==> src/rtl/hpa_pkg.sv <==
package hpa_pkg;
  typedef enum logic [1:0] {
    FLD_PRIO   = 2'd0,
    FLD_ALLOW  = 2'd1,
    FLD_ENABLE = 2'd2,
    FLD_NONE   = 2'd3
  } cfg_field_e;
endpackage

==> src/rtl/hpa_cfg_bank.sv <==
module hpa_cfg_bank #(
  parameter int N_MST  = 4,
  parameter int PRIO_W = 3,
  parameter int LAT_W  = 8,
  localparam int IDX_W = (N_MST > 1) ? $clog2(N_MST) : 1
) (
  input  logic                         clk,
  input  logic                         rst,
  input  logic                         we,
  input  logic [IDX_W-1:0]             sel,
  input  logic [1:0]                   field,
  input  logic [LAT_W-1:0]             data,
  output logic [N_MST-1:0][PRIO_W-1:0] prio_o,
  output logic [N_MST-1:0][LAT_W-1:0]  allow_o,
  output logic [N_MST-1:0]             en_o
);
  import hpa_pkg::*;

  cfg_field_e fld;
  assign fld = cfg_field_e'(field);

  for (genvar g = 0; g < N_MST; g++) begin : g_slot
    logic hit;
    assign hit = we && (sel == IDX_W'(g));

    always_ff @(posedge clk) begin
      if (rst) begin
        prio_o[g]  <= '0;
        allow_o[g] <= '1;
        en_o[g]    <= 1'b0;
      end else if (hit) begin
        case (fld)
          FLD_PRIO:   prio_o[g]  <= data[PRIO_W-1:0];
          FLD_ALLOW:  allow_o[g] <= data;
          FLD_ENABLE: en_o[g]    <= data[0];
          default:    ;
        endcase
      end
    end
  end
endmodule

==> src/rtl/hpa_wait_timer.sv <==
module hpa_wait_timer #(
  parameter int LAT_W = 8
) (
  input  logic             clk,
  input  logic             rst,
  input  logic             req,
  input  logic             owner,
  input  logic             won,
  input  logic             en,
  input  logic [LAT_W-1:0] allow,
  output logic             panic
);
  logic             waiting;
  logic [LAT_W-1:0] cnt;

  always_ff @(posedge clk) begin
    if (rst) begin
      waiting <= 1'b0;
      cnt     <= '0;
    end else if (!req || owner || won) begin
      waiting <= 1'b0;
    end else if (!waiting) begin
      waiting <= 1'b1;
      cnt     <= allow;
    end else if (cnt != '0) begin
      cnt <= cnt - 1'b1;
    end
  end

  assign panic = en && waiting && (cnt == '0);
endmodule

==> src/rtl/hpa_select.sv <==
module hpa_select #(
  parameter int N_MST  = 4,
  parameter int PRIO_W = 3,
  localparam int IDX_W = (N_MST > 1) ? $clog2(N_MST) : 1
) (
  input  logic [N_MST-1:0]             cand,
  input  logic [N_MST-1:0][PRIO_W-1:0] prio,
  output logic                         found,
  output logic [IDX_W-1:0]             win_idx,
  output logic [N_MST-1:0]             win_oh
);
  logic [PRIO_W-1:0] best;

  always_comb begin
    found   = 1'b0;
    win_idx = '0;
    best    = '0;
    for (int i = N_MST - 1; i >= 0; i--) begin
      if (cand[i] && (!found || prio[i] >= best)) begin
        found   = 1'b1;
        win_idx = IDX_W'(i);
        best    = prio[i];
      end
    end
  end

  always_comb begin
    win_oh = '0;
    if (found) win_oh[win_idx] = 1'b1;
  end
endmodule

==> src/rtl/hpa_arbiter.sv <==
module hpa_arbiter #(
  parameter int N_MST  = 4,
  parameter int PRIO_W = 3,
  parameter int LAT_W  = 8,
  localparam int IDX_W = (N_MST > 1) ? $clog2(N_MST) : 1
) (
  input  logic             clk,
  input  logic             rst,
  input  logic [N_MST-1:0] req,
  input  logic             bus_release,
  input  logic             cfg_we,
  input  logic [IDX_W-1:0] cfg_sel,
  input  logic [1:0]       cfg_field,
  input  logic [LAT_W-1:0] cfg_data,
  output logic [N_MST-1:0] grant,
  output logic [IDX_W-1:0] grant_idx,
  output logic             grant_valid,
  output logic [N_MST-1:0] panic
);
  logic [N_MST-1:0][PRIO_W-1:0] prio;
  logic [N_MST-1:0][LAT_W-1:0]  allow;
  logic [N_MST-1:0]             en;
  logic [N_MST-1:0]             panic_st;
  logic [N_MST-1:0]             panic_live;
  logic [N_MST-1:0]             cand;
  logic [N_MST-1:0]             win_oh;
  logic [IDX_W-1:0]             win_idx;
  logic                         found;
  logic                         arb;

  hpa_cfg_bank #(.N_MST(N_MST), .PRIO_W(PRIO_W), .LAT_W(LAT_W)) u_cfg (
    .clk(clk), .rst(rst), .we(cfg_we), .sel(cfg_sel), .field(cfg_field),
    .data(cfg_data), .prio_o(prio), .allow_o(allow), .en_o(en)
  );

  assign arb = !grant_valid || bus_release;

  for (genvar g = 0; g < N_MST; g++) begin : g_tmr
    hpa_wait_timer #(.LAT_W(LAT_W)) u_tmr (
      .clk(clk), .rst(rst), .req(req[g]), .owner(grant[g]),
      .won(arb && win_oh[g]), .en(en[g]), .allow(allow[g]),
      .panic(panic_st[g])
    );
  end

  assign panic_live = panic_st & req;
  assign cand       = (|panic_live) ? panic_live : req;

  hpa_select #(.N_MST(N_MST), .PRIO_W(PRIO_W)) u_sel (
    .cand(cand), .prio(prio), .found(found), .win_idx(win_idx), .win_oh(win_oh)
  );

  always_ff @(posedge clk) begin
    if (rst) begin
      grant       <= '0;
      grant_idx   <= '0;
      grant_valid <= 1'b0;
    end else if (arb) begin
      grant       <= win_oh;
      grant_idx   <= found ? win_idx : '0;
      grant_valid <= found;
    end
  end

  assign panic = panic_st;
endmodule

==> config.mk <==
export PLATFORM = sky130hd
export DESIGN_NAME = hpa_arbiter
export DESIGN_NICKNAME = d
export VERILOG_FILES = /design/src/rtl/hpa_pkg.sv /design/src/rtl/hpa_cfg_bank.sv /design/src/rtl/hpa_wait_timer.sv /design/src/rtl/hpa_select.sv /design/src/rtl/hpa_arbiter.sv
export SDC_FILE = /design/constraint.sdc
export NUM_CORES = 1
export LEC_CHECK = 0
export CAP_MARGIN = 10
export CORE_MARGIN = 4
export CORE_UTILIZATION = 35
export DETAILED_ROUTE_END_ITERATION = 10
export DONT_BUFFER_PORTS = 1
export PLACE_DENSITY = 0.61
export SYNTH_ARGS = -nofsm -noshare
export SYNTH_HDL_FRONTEND = slang
export SYNTH_SLANG_ARGS = --single-unit
==> constraint.sdc <==
create_clock -name clk -period 16.7 [get_ports clk]
set_clock_uncertainty 0.1 [all_clocks]
set_input_delay 1.67 -clock clk [delete_from_list [all_inputs] [get_ports clk]]
set_output_delay 1.67 -clock clk [all_outputs]
set_load 0.02 [all_outputs]
== Word-level counts from Yosys, hierarchy flattened ==
Index checks and enable logic that the tools add are counted.

* Bits of input ports: 20
* Output and inout port bits: 11
* Register bits after elaboration: 91
* Logic and storage cells: 141

* Bitwise gates (word level): 5
* Order comparisons: 5
* Reductions and logical operators: 67
* Add/sub/neg operators: 4
* Equality and inequality tests: 9
* Multiplexer cells: 28

{| class="wikitable"
|+ Operators by type and width
! cell !! count
|-
| 8-bit two-way mux || 8
|-
| 8-bit zero test || 4
|-
| 2-bit AND reduction || 16
|-
| 8-bit nonzero test || 4
|-
| 8-bit by 1-bit subtractor with 8-bit output, second input constant || 4
|-
| 1-bit logical AND || 20
|-
| 1-bit logical OR || 12
|-
| 2-bit two-way mux || 5
|-
| 3-bit >= comparator || 3
|-
| 1-bit two-way mux || 9
|-
| 3-bit two-way mux || 3
|-
| 1-bit zero test || 8
|-
| 4-bit two-way mux || 2
|-
| 2-bit inequality test, second input constant || 4
|-
| 2-bit == test, second input constant || 3
|-
| 4-bit AND || 1
|-
| 2-bit by 1-bit == test with 1-bit output, second input constant || 2
|-
| 2-bit zero test || 2
|-
| 1-bit NOT || 4
|-
| 4-bit OR reduction || 1
|-
| 2-bit by 3-bit < comparator with 1-bit output, second input constant || 1
|-
| 1-bit demux with 2-bit select || 1
|-
| 2-bit by 1-bit >= comparator with 1-bit output, second input constant || 1
|}

== Depth between registers and ports, before layout ==
* Depth after elaboration: 27
* Gate-level depth with buffers: 32
* Mapped depth without buffers: 30

== Modules after synthesis ==
From an unflattened synthesis, not the netlist that was laid out.

* Cell total of the unflattened synthesis: 594
* Area total of the unflattened synthesis: 5104.9 um^2

{| class="wikitable"
|+ Modules (own cells, without submodules)
! module !! sequential area each (um^2) !! cells each !! area each (um^2) !! instances
|-
| hpa_wait_timer || 180.2 || 75 || 604.3 || 4
|-
| hpa_cfg_bank || 960.9 || 184 || 1900.6 || 1
|-
| hpa_select || 0.0 || 64 || 466.7 || 1
|-
| hpa_arbiter || 140.1 || 46 || 320.3 || 1
|}

== Least setup slack after synthesis ==
Ideal clock, no wire load.

* Path type: input port to flip-flop
* Start point: input req[1]
* End point: register g_tmr[0].u_tmr.cnt[1]
* Required time: 16.513 ns
* Library setup time: 0.087 ns
* Stages on the path: 27
* Arrival: 7.418 ns
* Path buffers: 2
* Path slack: 9.095 ns
* Path through: and4_1 buf_4 nor3_1 nor2_1 nor2b_1 inv_1 ha_1 a21oi_1 o21ai_0 maj3_1 o221ai_1 mux2_2 ha_1 nor2b_1 o21ai_0 o211ai_1 a22oi_1 mux2_2 ha_1 a21o_1 a21oi_1 o211ai_1 a32oi_4 o311ai_2 buf_6 or4_1 o31ai_1

* Cells in the longest elaborated chain, start to end: 25
* Elaborated cells on any way between the ends: 36
* Those cells by class: 5 x order compare; 15 x mux; 2 x bitwise; 14 x reduce/logical

{| class="wikitable"
|+ Ends and longest elaborated chain
! item !! line !! RTL
|-
| start, declared || hpa_arbiter.sv:9 || <nowiki>input logic [N_MST-1:0] req,</nowiki>
|-
| 4-bit AND || hpa_arbiter.sv:46 || <nowiki>assign panic_live = panic_st & req;</nowiki>
|-
| 4-bit OR reduction || hpa_arbiter.sv:47 || <nowiki>assign cand = (|panic_live) ? panic_live : req;</nowiki>
|-
| 4-bit two-way mux (*) || hpa_arbiter.sv:47 ||
|-
| 3-bit two-way mux or 1-bit two-way mux (tied branches) || hpa_select.sv:19 || <nowiki>if (cand[i] && (!found || prio[i] >= best)) begin</nowiki>
|-
| 3-bit >= comparator or 1-bit zero test (tied branches) || hpa_select.sv:19 ||
|-
| 1-bit logical OR || hpa_select.sv:19 ||
|-
| 1-bit logical AND || hpa_select.sv:19 ||
|-
| 3-bit two-way mux or 1-bit two-way mux (tied branches) || hpa_select.sv:19 ||
|-
| [... 9 more ...] || - ||
|-
| 1-bit logical AND (implied by the code) || hpa_select.sv:29 || <nowiki>if (found) win_oh[win_idx] = 1'b1;</nowiki>
|-
| 1-bit two-way mux (implied by the code) || hpa_select.sv:29 ||
|-
| 1-bit demux with 2-bit select || - ||
|-
| 4-bit two-way mux (*) || hpa_select.sv:29 ||
|-
| 1-bit logical AND (*) || hpa_arbiter.sv:41 || <nowiki>.won(arb && win_oh[g]), .en(en[g]), .allow(allow[g]),</nowiki>
|-
| 1-bit logical OR (*) || hpa_wait_timer.sv:20 || <nowiki>end else if (!req || owner || won) begin</nowiki>
|-
| 1-bit NOT (no source line) (*) || - ||
|-
| 2-bit AND reduction (no source line) (*) || - ||
|-
| end signal, assigned || hpa_wait_timer.sv:24 || <nowiki>cnt <= allow;</nowiki>
|-
| end signal, assigned || hpa_wait_timer.sv:26 || <nowiki>cnt <= cnt - 1'b1;</nowiki>
|-
| end, declared || hpa_wait_timer.sv:14 || <nowiki>logic [LAT_W-1:0] cnt;</nowiki>
|}

Every way passes the cells marked *; elsewhere a longest branch is shown, timed or not.
A chain may end at the register's enable or synchronous reset.

== Final worst setup path ==
* Start point: input req[1]
* End point: register g_tmr[1].u_tmr.cnt[6]

* Cells in the longest elaborated chain, start to end: 25
* Elaborated cells on any way between the ends: 38
* Those cells by class: 5 x order compare; 15 x mux; 2 x bitwise; 16 x reduce/logical

{| class="wikitable"
|+ Ends and longest elaborated chain
! item !! line
|-
| 4-bit AND || hpa_arbiter.sv:46
|-
| 4-bit OR reduction || hpa_arbiter.sv:47
|-
| 4-bit two-way mux || hpa_arbiter.sv:47
|-
| 3-bit two-way mux or 1-bit two-way mux (tied branches) || hpa_select.sv:19
|-
| 3-bit >= comparator or 1-bit zero test (tied branches) || hpa_select.sv:19
|-
| 1-bit logical OR || hpa_select.sv:19
|-
| 1-bit logical AND || hpa_select.sv:19
|-
| 3-bit two-way mux or 1-bit two-way mux (tied branches) || hpa_select.sv:19
|-
| [... 9 more ...] || -
|-
| 1-bit logical AND (implied by the code) || hpa_select.sv:29
|-
| 1-bit two-way mux (implied by the code) || hpa_select.sv:29
|-
| 1-bit demux with 2-bit select || -
|-
| 4-bit two-way mux || hpa_select.sv:29
|-
| 1-bit logical AND || hpa_arbiter.sv:41
|-
| 1-bit logical OR (*) || hpa_wait_timer.sv:20
|-
| 1-bit NOT (no source line) (*) || -
|-
| 2-bit AND reduction (no source line) (*) || -
|-
| end signal, assigned || hpa_wait_timer.sv:24
|-
| end signal, assigned || hpa_wait_timer.sv:26
|-
| end, declared || hpa_wait_timer.sv:14
|}

Marks and branches as above.

==> flow_summary.yaml <==
drt:
  wl_mm: 13.1
  ant_nets: 0
  drt-initial-drc-count: 283
  num_vias: 4249
  dr.pass1.iters: 6
  wl_per_cell_um: 17.3
  via_per_inst: 5.64
  drc: 0
timing:
  layout_setup_ws_ns: 8.39
  grt_setup_unrepaired: "no"
  final_max_slew_viol_count: 0
  setup_tns_ns: 0
  fmax_ghz: 0.120
  finalHoldViolations: 0
  worst-slew-pin-transition_ns: 0.950
  setup_viol: 0
  period_share_pct: 49.7
  holdWs_ns: 0.356
  relSlewSlack_pct: 36.5
  fin_crit_ns: 8.31
grt:
  grt_max_degree: 60
  grt_pass1_vias: 4085
  grt_pass1_wl_mm: 21.5
  grt-ovfl-total: 0
  grtUsageTotal_pct: 16.3
  antenna_found_initial: 0
power_and_ir_drop:
  combinationalPowerShare_pct: 14.9
  switchingPower_mw: 0.155
  ir_drop_mv: 0.0574
  power.density_nw_per_um2: 101
  clockPowerShare_pct: 39.3
  finalPower_mw: 0.543
  pwr-share-seq_pct: 45.8
  p_int_mw: 0.388
  p_sw_share_pct: 28.6
  leakage_nw: 2.03
floorplanning:
  initial_core_util_pct: 35.9
  fp.dieH_um: 128
  io_pins: 31
  fp.dieW_um: 128
  die_area_um2: 16300
  core_um2: 14000
  rows: 43
finish:
  syn_to_final_growth_pct: 6.88
  diodes: 0
  finalNetCount: 606
  drive_gt1_share_pct: 7.14
  final_cells: 754
  final_area_um2: 5370
  post-route-util_pct: 38.4
clock_tree:
  clock_sinks: 91
  htreeDepth: 3
  holdBufCountCts: 0
  clockBufferDepth: 2
  cts-root-buf: "clkbuf_16"
  cts.repair.resized: 0
  cts_buffers: 9
  post_cts.repair.setup_buffers: 0
  cts_tree: "done"
  clk_latency_ns: 0.35
  clkSlewWorstSetupHoldPaths_ns: 0.07
critical_path:
  cp.arrival_ns: 8.50
  r2r_end: "g_tmr[1].u_tmr.cnt[6]"
  path_max_fanout: 11
  crit_type: "input port to flop"
  crit_path_top_delay_cell: "o311ai_2"
  worst-r2r-cell-count: 28
  start_kind: "input port"
  cp.required_ns: 16.89
  r2r_setup_slack_ns: 8.54
  reg2reg_from: "g_tmr[2].u_tmr.waiting"
  crit_start: "req[1]"
  crit_end: "g_tmr[1].u_tmr.cnt[6]"
  cpPeakStageDelay_ns: 0.78
  endpoint_kind: "flop"
synth:
  synth_top_cell_by_area: "dfxtp_1"
  async_reset_ff_share_pct: 0
  synth_common_cells: "91 x dfxtp_1, 71 x nand2_1, 57 x nor2_1"
  synth_top_area_share_pct: 36.3
  synth_cell_types: 65
  seq_area_frac_synth_pct: 36.3
  synth_cells: 596
  synth_most_common_cell: "dfxtp_1"
  netlist_area_um2: 5020
  avgSynthCellArea_um2: 8.42
  ys.warnings.count: 0
  synth_area_leaders: "dfxtp_1 36%, mux2i_1 8.8%, nand2_1 5.3%"
  synth_fp_nets: 633
  ys.flop_type: "dfxtp_1"
  synth_edf_count: 0
  ys_seq_elements: 91
placement:
  place_inst: 738
  hpwl_mm: 9.18
  dpl_cell_area_um2: 5050
  place_ws_ns: 8.08
  io_buffers: 0
  globalplace.congestion: 0.878
job:
  maxCapViolations: 0
min_path:
  hold_class: "flop to flop"
status:
  status: "complete, no violations"
[how the worst min path moves through the flow]
stage	start	endpoint	slack, ns	depth (start not counted)
2_1_floorplan	u_cfg.allow_o[30]	u_cfg.allow_o[30]	0.33	2
3_3_place_gp	u_cfg.prio_o[0]	u_cfg.prio_o[0]	0.35	2
3_5_place_dp	u_cfg.prio_o[0]	u_cfg.prio_o[0]	0.34	2
4_1_cts	u_cfg.prio_o[0]	u_cfg.prio_o[0]	0.35	2
5_1_grt	u_cfg.prio_o[0]	u_cfg.prio_o[0]	0.37	2
6_report	u_cfg.prio_o[0]	u_cfg.prio_o[0]	0.36	2
[cell families after synthesis]
kind of cell | after synthesis | synth area share, %
AND/OR/NAND/NOR | 226 | 23.1
flip-flops | 91 | 36.3
multiplexers | 47 | 9.45
buffers and inverters | 64 | 5.83
adder cells (fa/ha/maj) | 18 | 4.44
AO/OA/AOI/OAI | 150 | 20.9
[routing by layer]
metal,vias up,share of wire (%),GRT usage [%]
met2,132,47,26.4
met5,-,0,0
met3,8,5.7,4.63
met4,0,0.79,3.87
li1,2104,-,-
met1,2005,47,21.6
[cell type report]
type	instances	area, um^2
clock inverter	5	58.8
sequential	91	1820
inverter	25	93.8
timing repair buffer	1	7.51
multi-input combinational	441	2910
clock buffer	11	253
fill	1433	8620
tap	180	225
[registers in the layout (all words and copies together), names as in the netlist]
register and count:
g_tmr.u_tmr.cnt 32, u_cfg.allow_o 32, u_cfg.prio_o 12, g_tmr.u_tmr.waiting 4, grant 4, u_cfg.en_o 4, grant_idx 2, grant_valid 1
[worst max-delay path, delay by kind of cell]
kind	cells	cell delay (ns)
AO/OA/AOI/OAI	13	3.70
adder cells (fa/ha/maj)	4	1.14
multiplexers	1	0.41
buffers and inverters	1	0.06
AND/OR/NAND/NOR	8	1.49
[power groups by stage]
stage	Clock, mW	Sequential (mW)	Combinational (mW)
floorplan	0	0.246	0.0711
global route	0.227	0.251	0.0905
CTS	0.218	0.248	0.0803
global placement	0	0.253	0.0780
finish	0.213	0.249	0.0810
detailed placement	0	0.253	0.0797
[cells in the final DEF, fill, tap and decap left out, types with 13 or more instances in the layout]
master   instances
o31ai_1         16
dfxtp_1         91
nor2_1          57
nand3_1         14
a21oi_1         43
o21ai_0         22
inv_1           23
ha_1            17
mux2i_1         44
nor2b_1         13
nor3_1          13
nand2_1         71
Power figures use the tool's default switching activity.
